## src/rtl/wvt_pkg.sv

```systemverilog
package wvt_pkg;
  // default geometry of the filter pair
  localparam int WVT_PIX_W = 8;
  localparam int WVT_OUT_W = 16;
  localparam int WVT_WIN   = 9;
  // accumulator headroom above the pixel width (largest weight sum 2*106+224 < 2^9, plus pair bit and sign)
  localparam int WVT_GUARD = 11;
endpackage

```

## src/rtl/wvt_tapline.sv

```systemverilog
module wvt_tapline #(
  parameter int DATA_W = 8,
  parameter int WIN    = 9
) (
  input  logic              clk,
  input  logic              rst,
  input  logic              shift,
  input  logic [DATA_W-1:0] din,
  output logic [DATA_W-1:0] win [WIN]
);
  logic [DATA_W-1:0] hist_q [WIN-1];

  assign win[0] = din;

  for (genvar g = 0; g < WIN-1; g++) begin : g_stage
    if (g == 0) begin : g_head
      always_ff @(posedge clk) begin
        if (rst)        hist_q[g] <= '0;
        else if (shift) hist_q[g] <= din;
      end
    end else begin : g_body
      always_ff @(posedge clk) begin
        if (rst)        hist_q[g] <= '0;
        else if (shift) hist_q[g] <= hist_q[g-1];
      end
    end
    assign win[g+1] = hist_q[g];
  end
endmodule

```

## src/rtl/wvt_preadd.sv

```systemverilog
module wvt_preadd #(
  parameter int DATA_W = 8,
  parameter int WIN    = 9,
  parameter int ACC_W  = 19
) (
  input  logic [DATA_W-1:0]       win [WIN],
  output logic signed [ACC_W-1:0] pair_s [(WIN-1)/2],
  output logic signed [ACC_W-1:0] mid_s
);
  localparam int PAIRS = (WIN-1)/2;

  for (genvar k = 0; k < PAIRS; k++) begin : g_pair
    logic [DATA_W:0] raw;
    assign raw       = {1'b0, win[k]} + {1'b0, win[WIN-1-k]};
    assign pair_s[k] = $signed({{(ACC_W-DATA_W-1){1'b0}}, raw});
  end

  assign mid_s = $signed({{(ACC_W-DATA_W){1'b0}}, win[PAIRS]});
endmodule

```

## src/rtl/wvt_lo_band.sv

```systemverilog
module wvt_lo_band #(
  parameter int DATA_W = 8,
  parameter int ACC_W  = 19
) (
  input  logic                    clk,
  input  logic                    rst,
  input  logic signed [ACC_W-1:0] pair_s [4],
  input  logic signed [ACC_W-1:0] mid_s,
  output logic signed [ACC_W-1:0] lo_sum
);
  localparam int PMAX   = (1 << DATA_W) - 1;
  localparam int LO_TOP = 2*PMAX*(10+96) + 224*PMAX;
  localparam int LO_BOT = -2*PMAX*(6+28);

  logic signed [ACC_W-1:0] t10, tm6, tm28, t96, t224;

  always_comb begin
    t10  =  (pair_s[0] <<< 3) + (pair_s[0] <<< 1);
    tm6  = -(pair_s[1] <<< 3) + (pair_s[1] <<< 1);
    tm28 = -(pair_s[2] <<< 5) + (pair_s[2] <<< 2);
    t96  =  (pair_s[3] <<< 6) + (pair_s[3] <<< 5);
    t224 =  (mid_s     <<< 8) - (mid_s     <<< 5);
    lo_sum = t10 + tm6 + tm28 + t96 + t224;
  end

  AST_LO_BOUNDS: assert property (@(posedge clk) disable iff (rst)
    (int'(lo_sum) <= LO_TOP) && (int'(lo_sum) >= LO_BOT));
endmodule

```

## src/rtl/wvt_hi_band.sv

```systemverilog
module wvt_hi_band #(
  parameter int DATA_W = 8,
  parameter int ACC_W  = 19
) (
  input  logic                    clk,
  input  logic                    rst,
  input  logic signed [ACC_W-1:0] pair_s [4],
  input  logic signed [ACC_W-1:0] mid_s,
  output logic signed [ACC_W-1:0] hi_sum
);
  localparam int PMAX   = (1 << DATA_W) - 1;
  localparam int HI_TOP = 2*PMAX*(10+107);
  localparam int HI_BOT = -2*PMAX*17 - 202*PMAX;

  logic signed [ACC_W-1:0] tm17, t10, t107, tm202;

  always_comb begin
    tm17  = -(pair_s[1] <<< 4) - pair_s[1];
    t10   =  (pair_s[2] <<< 3) + (pair_s[2] <<< 1);
    t107  =  (pair_s[3] <<< 7) - (pair_s[3] <<< 4) - (pair_s[3] <<< 2) - pair_s[3];
    tm202 = -((mid_s <<< 8) - (mid_s <<< 6) + (mid_s <<< 3) + (mid_s <<< 1));
    hi_sum = tm17 + t10 + t107 + tm202;
  end

  AST_HI_BOUNDS: assert property (@(posedge clk) disable iff (rst)
    (int'(hi_sum) <= HI_TOP) && (int'(hi_sum) >= HI_BOT));
endmodule

```

## src/rtl/wvt_ctrl.sv

```systemverilog
module wvt_ctrl #(
  parameter int WIN = 9
) (
  input  logic clk,
  input  logic rst,
  input  logic acc,
  output logic emit
);
  localparam int CNT_W = $clog2(WIN);
  localparam logic [CNT_W-1:0] FULL = CNT_W'(WIN-1);

  logic [CNT_W-1:0] fill_q;
  logic             odd_q;

  assign emit = (fill_q == FULL) && !odd_q;

  always_ff @(posedge clk) begin
    if (rst) begin
      fill_q <= '0;
      odd_q  <= 1'b0;
    end else if (acc) begin
      if (fill_q != FULL) fill_q <= fill_q + 1'b1;
      else                odd_q  <= !odd_q;
    end
  end

  AST_NO_BACK_TO_BACK: assert property (@(posedge clk) disable iff (rst)
    (acc && emit) |=> !emit);
endmodule

```

## src/rtl/wvt_filt_pair.sv

```systemverilog
module wvt_filt_pair
  import wvt_pkg::*;
#(
  parameter int DATA_W = WVT_PIX_W,
  parameter int OUT_W  = WVT_OUT_W,
  parameter int WIN    = WVT_WIN
) (
  input  logic                    clk,
  input  logic                    rst,
  input  logic                    in_valid,
  output logic                    in_ready,
  input  logic [DATA_W-1:0]       in_data,
  output logic                    out_valid,
  input  logic                    out_ready,
  output logic signed [OUT_W-1:0] out_lo,
  output logic signed [OUT_W-1:0] out_hi
);
  localparam int ACC_W = DATA_W + WVT_GUARD;
  localparam int PAIRS = (WIN-1)/2;
  localparam logic signed [ACC_W-1:0] POS_LIM = ACC_W'((2**(OUT_W-1)) - 1);
  localparam logic signed [ACC_W-1:0] NEG_LIM = ACC_W'(-(2**(OUT_W-1)));

  function automatic logic signed [OUT_W-1:0] clamp(input logic signed [ACC_W-1:0] v);
    if (v > POS_LIM)      return {1'b0, {(OUT_W-1){1'b1}}};
    else if (v < NEG_LIM) return {1'b1, {(OUT_W-1){1'b0}}};
    else                  return v[OUT_W-1:0];
  endfunction

  logic                    acc, emit;
  logic [DATA_W-1:0]       win [WIN];
  logic signed [ACC_W-1:0] pair_s [PAIRS];
  logic signed [ACC_W-1:0] mid_s, lo_sum, hi_sum;

  assign in_ready = !out_valid || out_ready;
  assign acc      = in_valid && in_ready;

  wvt_tapline #(.DATA_W(DATA_W), .WIN(WIN)) tap_i (
    .clk(clk), .rst(rst), .shift(acc), .din(in_data), .win(win));

  wvt_preadd #(.DATA_W(DATA_W), .WIN(WIN), .ACC_W(ACC_W)) pre_i (
    .win(win), .pair_s(pair_s), .mid_s(mid_s));

  wvt_lo_band #(.DATA_W(DATA_W), .ACC_W(ACC_W)) lo_i (
    .clk(clk), .rst(rst), .pair_s(pair_s), .mid_s(mid_s), .lo_sum(lo_sum));

  wvt_hi_band #(.DATA_W(DATA_W), .ACC_W(ACC_W)) hi_i (
    .clk(clk), .rst(rst), .pair_s(pair_s), .mid_s(mid_s), .hi_sum(hi_sum));

  wvt_ctrl #(.WIN(WIN)) ctl_i (
    .clk(clk), .rst(rst), .acc(acc), .emit(emit));

  always_ff @(posedge clk) begin
    if (rst) begin
      out_valid <= 1'b0;
      out_lo    <= '0;
      out_hi    <= '0;
    end else if (acc && emit) begin
      out_valid <= 1'b1;
      out_lo    <= clamp(lo_sum);
      out_hi    <= clamp(hi_sum);
    end else if (out_ready) begin
      out_valid <= 1'b0;
    end
  end

  AST_HOLD_STABLE: assert property (@(posedge clk) disable iff (rst)
    (out_valid && !out_ready) |=> (out_valid && $stable(out_lo) && $stable(out_hi)));
  AST_RISE_AFTER_ACCEPT: assert property (@(posedge clk) disable iff (rst)
    $rose(out_valid) |-> $past(acc));
endmodule

```

## config.mk

```make
export PLATFORM = sky130hd
export DESIGN_NAME = wvt_filt_pair
export DESIGN_NICKNAME = d
export VERILOG_FILES = /design/src/rtl/wvt_pkg.sv /design/src/rtl/wvt_tapline.sv /design/src/rtl/wvt_preadd.sv /design/src/rtl/wvt_lo_band.sv /design/src/rtl/wvt_hi_band.sv /design/src/rtl/wvt_ctrl.sv /design/src/rtl/wvt_filt_pair.sv
export SDC_FILE = /design/constraint.sdc
export NUM_CORES = 1
export LEC_CHECK = 0
export BUFFER_PORTS_ARGS = -buffer_cell sky130_fd_sc_hd__buf_2
export CORE_MARGIN = 3
export CORE_UTILIZATION = 55
export CTS_BUF_LIST = sky130_fd_sc_hd__clkbuf_8 sky130_fd_sc_hd__clkbuf_16
export CTS_CLUSTER_DIAMETER = 40
export DETAILED_ROUTE_END_ITERATION = 8
export PLACE_DENSITY = 0.82
export SYNTH_ARGS = -nofsm -noshare
export SYNTH_HDL_FRONTEND = slang
export SYNTH_SLANG_ARGS = --single-unit
```

## constraint.sdc

```tcl
create_clock -name clk -period 15.91 [get_ports clk]
set_input_delay 3.182 -clock clk [delete_from_list [all_inputs] [get_ports clk]]
set_output_delay 3.182 -clock clk [all_outputs]
set_load 0.005 [all_outputs]
```

==> results by group <==
Run status
  – Status: finished clean

Min path
  – Hold Crit Class: reg -> reg

Synth
  – Post-synth EDFFs: 64
  – Synthesis Warnings: 0
  – Sequential fraction of the synthesis area: 22.8%
  – Dominant synthesized flop cell: edfxtp_1
  – Share of synthesized flip-flops with an asynchronous set or reset: 0%
  – Mapped Avg Cell Area: about 9.4 um2
  – Area of the mapped netlist: between 0.01 and 0.015 mm2
  – Post-Syn Nets: roughly 1500
  – Post-synthesis cell count: around 1300
  – Count of different cell masters after synthesis: 66
  – Synth Register Bits: 102

Clocking
  – Number of clock sinks: 102
  – H-tree depth: 3
  – CTS tree: done
  – Bufs on Longest Clock Path: 2
  – Reg clk slew, reported paths: ~0.080 ns
  – Skew-Pair Late Insertion Delay: ~0.36 ns
  – Post-CTS sizing: 0
  – CTS Buf Count: 9
  – Postcts setup bufs: 0
  – # hold bufs at CTS: 0
  – Root buffer cell: clkbuf_16

Drt
  – First-pass iteration count of the detailed router: 6
  – Post-DR vias/cell: between 5 and 6
  – Antenna violation net count after detailed routing: 0
  – Routed vias: ~9100
  – Drt drc: 0
  – Final wirelength: around 27000 um
  – Initial DRC count: about 770
  – WL/cell: ~17 um

Flow run
  – Max-capacitance violation count: 0

Worst setup path
  – CP endpoint kind: flop
  – Startpoint Class: primary input
  – CP max-delay cell: a21oi_2
  – Crit Path Class: in -> reg
  – CP arrival: between 10 and 15 ns
  – CP dominant cell by count: a21oi_1
  – Critical path peak fanout: 15
  – R2R Setup Slk: between 7 and 8 ns
  – Max incr delay on CP: 0.51 ns
  – WP data required: between 15 and 20 ns

Floorplan
  – Die height: between 150 and 200 um
  – Die W: 152 um
  – I/O pin count: 46
  – Initial core utilization: between 50% and 60%
  – Area of the die: roughly 0.023 mm2
  – Row count: 52
  – Core ar.: 0.0206 mm2

STA
  – Setup Total Neg Slack: 0 ns
  – Slew HR: approximately a quarter
  – Fin crit period: approximately 10 ns
  – Final Setup Violations: 0
  – Fmax: between 90 and 100 MHz
  – Worst clock skew: around 0.018 ns
  – Worst-Margin Slew: between 1 and 1.5 ns
  – Final Slew Violations: 0
  – Crit share post-route: ~64%
  – Hold Fails Final Rpt: 0
  – RSZ-0062 raised after global routing: false

Finish
  – Ant. Diodes: 0
  – Synthesis-to-layout area growth: 6.62%
  – Fin nets: 1561
  – Share of cells above drive strength 1: 6.58%
  – Commonest non-fill, non-tap cell in the layout: inv_1
  – Most frequent cells in the layout: inv_1 (205), ha_1 (162), fa_1 (100)

Global routing
  – Total gr overflow: 0
  – Vias in the first global route: 8810
  – Initial antenna violation count: 0
  – Pin count of the biggest net entering global routing: between 80 and 90
  – Tot GR Track Use: between 20% and 30%
  – First-pass GRT wire length: 43700 um

Place
  – HPWL Detailed: around 22000 um
  – Port bufs: 45
  – Last weighted congestion value of the routability-driven placer: between 1 and 1.5
==> worst paths after layout <==
| kind | start | end | cells past startpoint |
|---|---|---|---|
| worst max-delay path | in_data[0] | out_lo[4] | 29 |
| worst min-delay path | out_hi[3] | out_hi[3] | 2 |
| worst max register to register | tap_i.hist_q[1][8] | out_hi[3] | 30 |
| worst min register to register | out_hi[3] | out_hi[3] | 2 |
==> cells by family (layout without fill, tap and decap cells) <==
group | Yosys count | count (layout) | share of synthesized area, %
flip-flops | 102 | 102 | 22.8
AND/OR/NAND/NOR | 253 | 253 | 11.3
adder cells (fa/ha/maj) | 262 | 262 | 34.2
XOR/XNOR | 103 | 103 | 7.67
buffers and inverters | 238 | 274 | 7.73
AO/OA/AOI/OAI | 296 | 296 | 16.1
multiplexers | 2 | 2 | 0.170
==> metal layers <==
metal / vias to the layer above / global-route usage [%] / share of wire, %
met3: 64 / 3.52 / 6.4
met2: 336 / 36.6 / 46
met4: 0 / 8.86 / 3.5
li1: 4366 / - / -
met5: - / 0 / 0
met1: 4310 / 31.9 / 45
==> per-stage QoR <==
| stage | std cells | setup WS (ns) | util [%] | cell area (um2) | hold slack [ns] |
|---|---|---|---|---|---|
| 2_1_floorplan | 1256 | 6.23 | - | 11800 | 0.463 |
| 3_3_place_gp | 1546 | 5.69 | 59.4 | 12200 | 0.479 |
| 3_5_place_dp | 1546 | 5.40 | 59.4 | 12200 | 0.484 |
| 4_1_cts | 1562 | 5.77 | 60.8 | 12500 | 0.495 |
| 5_1_grt | 1562 | 5.33 | 60.8 | 12500 | 0.528 |
| 6_report | 1562 | 5.68 | 60.8 | 12500 | 0.492 |
==> critical path, delay by kind of cell <==
kind | cells | cell delay (ns)
adder cells (fa/ha/maj) | 8 | 3.01
AO/OA/AOI/OAI | 13 | 2.94
AND/OR/NAND/NOR | 3 | 0.59
XOR/XNOR | 3 | 0.52
buffers and inverters | 2 | 0.17
==> flip-flops by register name (all words and copies together), names as in the netlist <==
signal / cells
tap_i.hist_q: 64
out_hi: 16
out_lo: 16
ctl_i.fill_q: 4
ctl_i.odd_q: 1
out_valid: 1
==> area by class of cell <==
class / count / area, um2
fill: 1602 / 8080
multi-input combinational: 916 / 8180
clock buffer: 9 / 225
clock inverter: 7 / 75.1
inverter: 208 / 781
sequential: 102 / 2680
tap: 270 / 338
timing repair buffer: 50 / 263
==> cells in the mapped netlist (all sizes together) (13+ instances only) <==
master  count  area share, %
inv       208            6.6
ha        162             17
fa        100             17
a21oi      99            4.2
xnor2      80            6.0
o21ai      71            3.1
edfxtp     64             16
and3       61            3.2
nor2       56            1.8
dfxtp      38            6.5
nand2      37            1.2
a21o       31            2.0
clkbuf     27           0.86
nor3       26            1.1
xor2       23            1.7
o21bai     22            1.4
nand3      15           0.64
nand2b     13           0.69
Power is not shown: default switching activity piles up to over one toggle a cycle in this logic, so the estimate is an artifact.
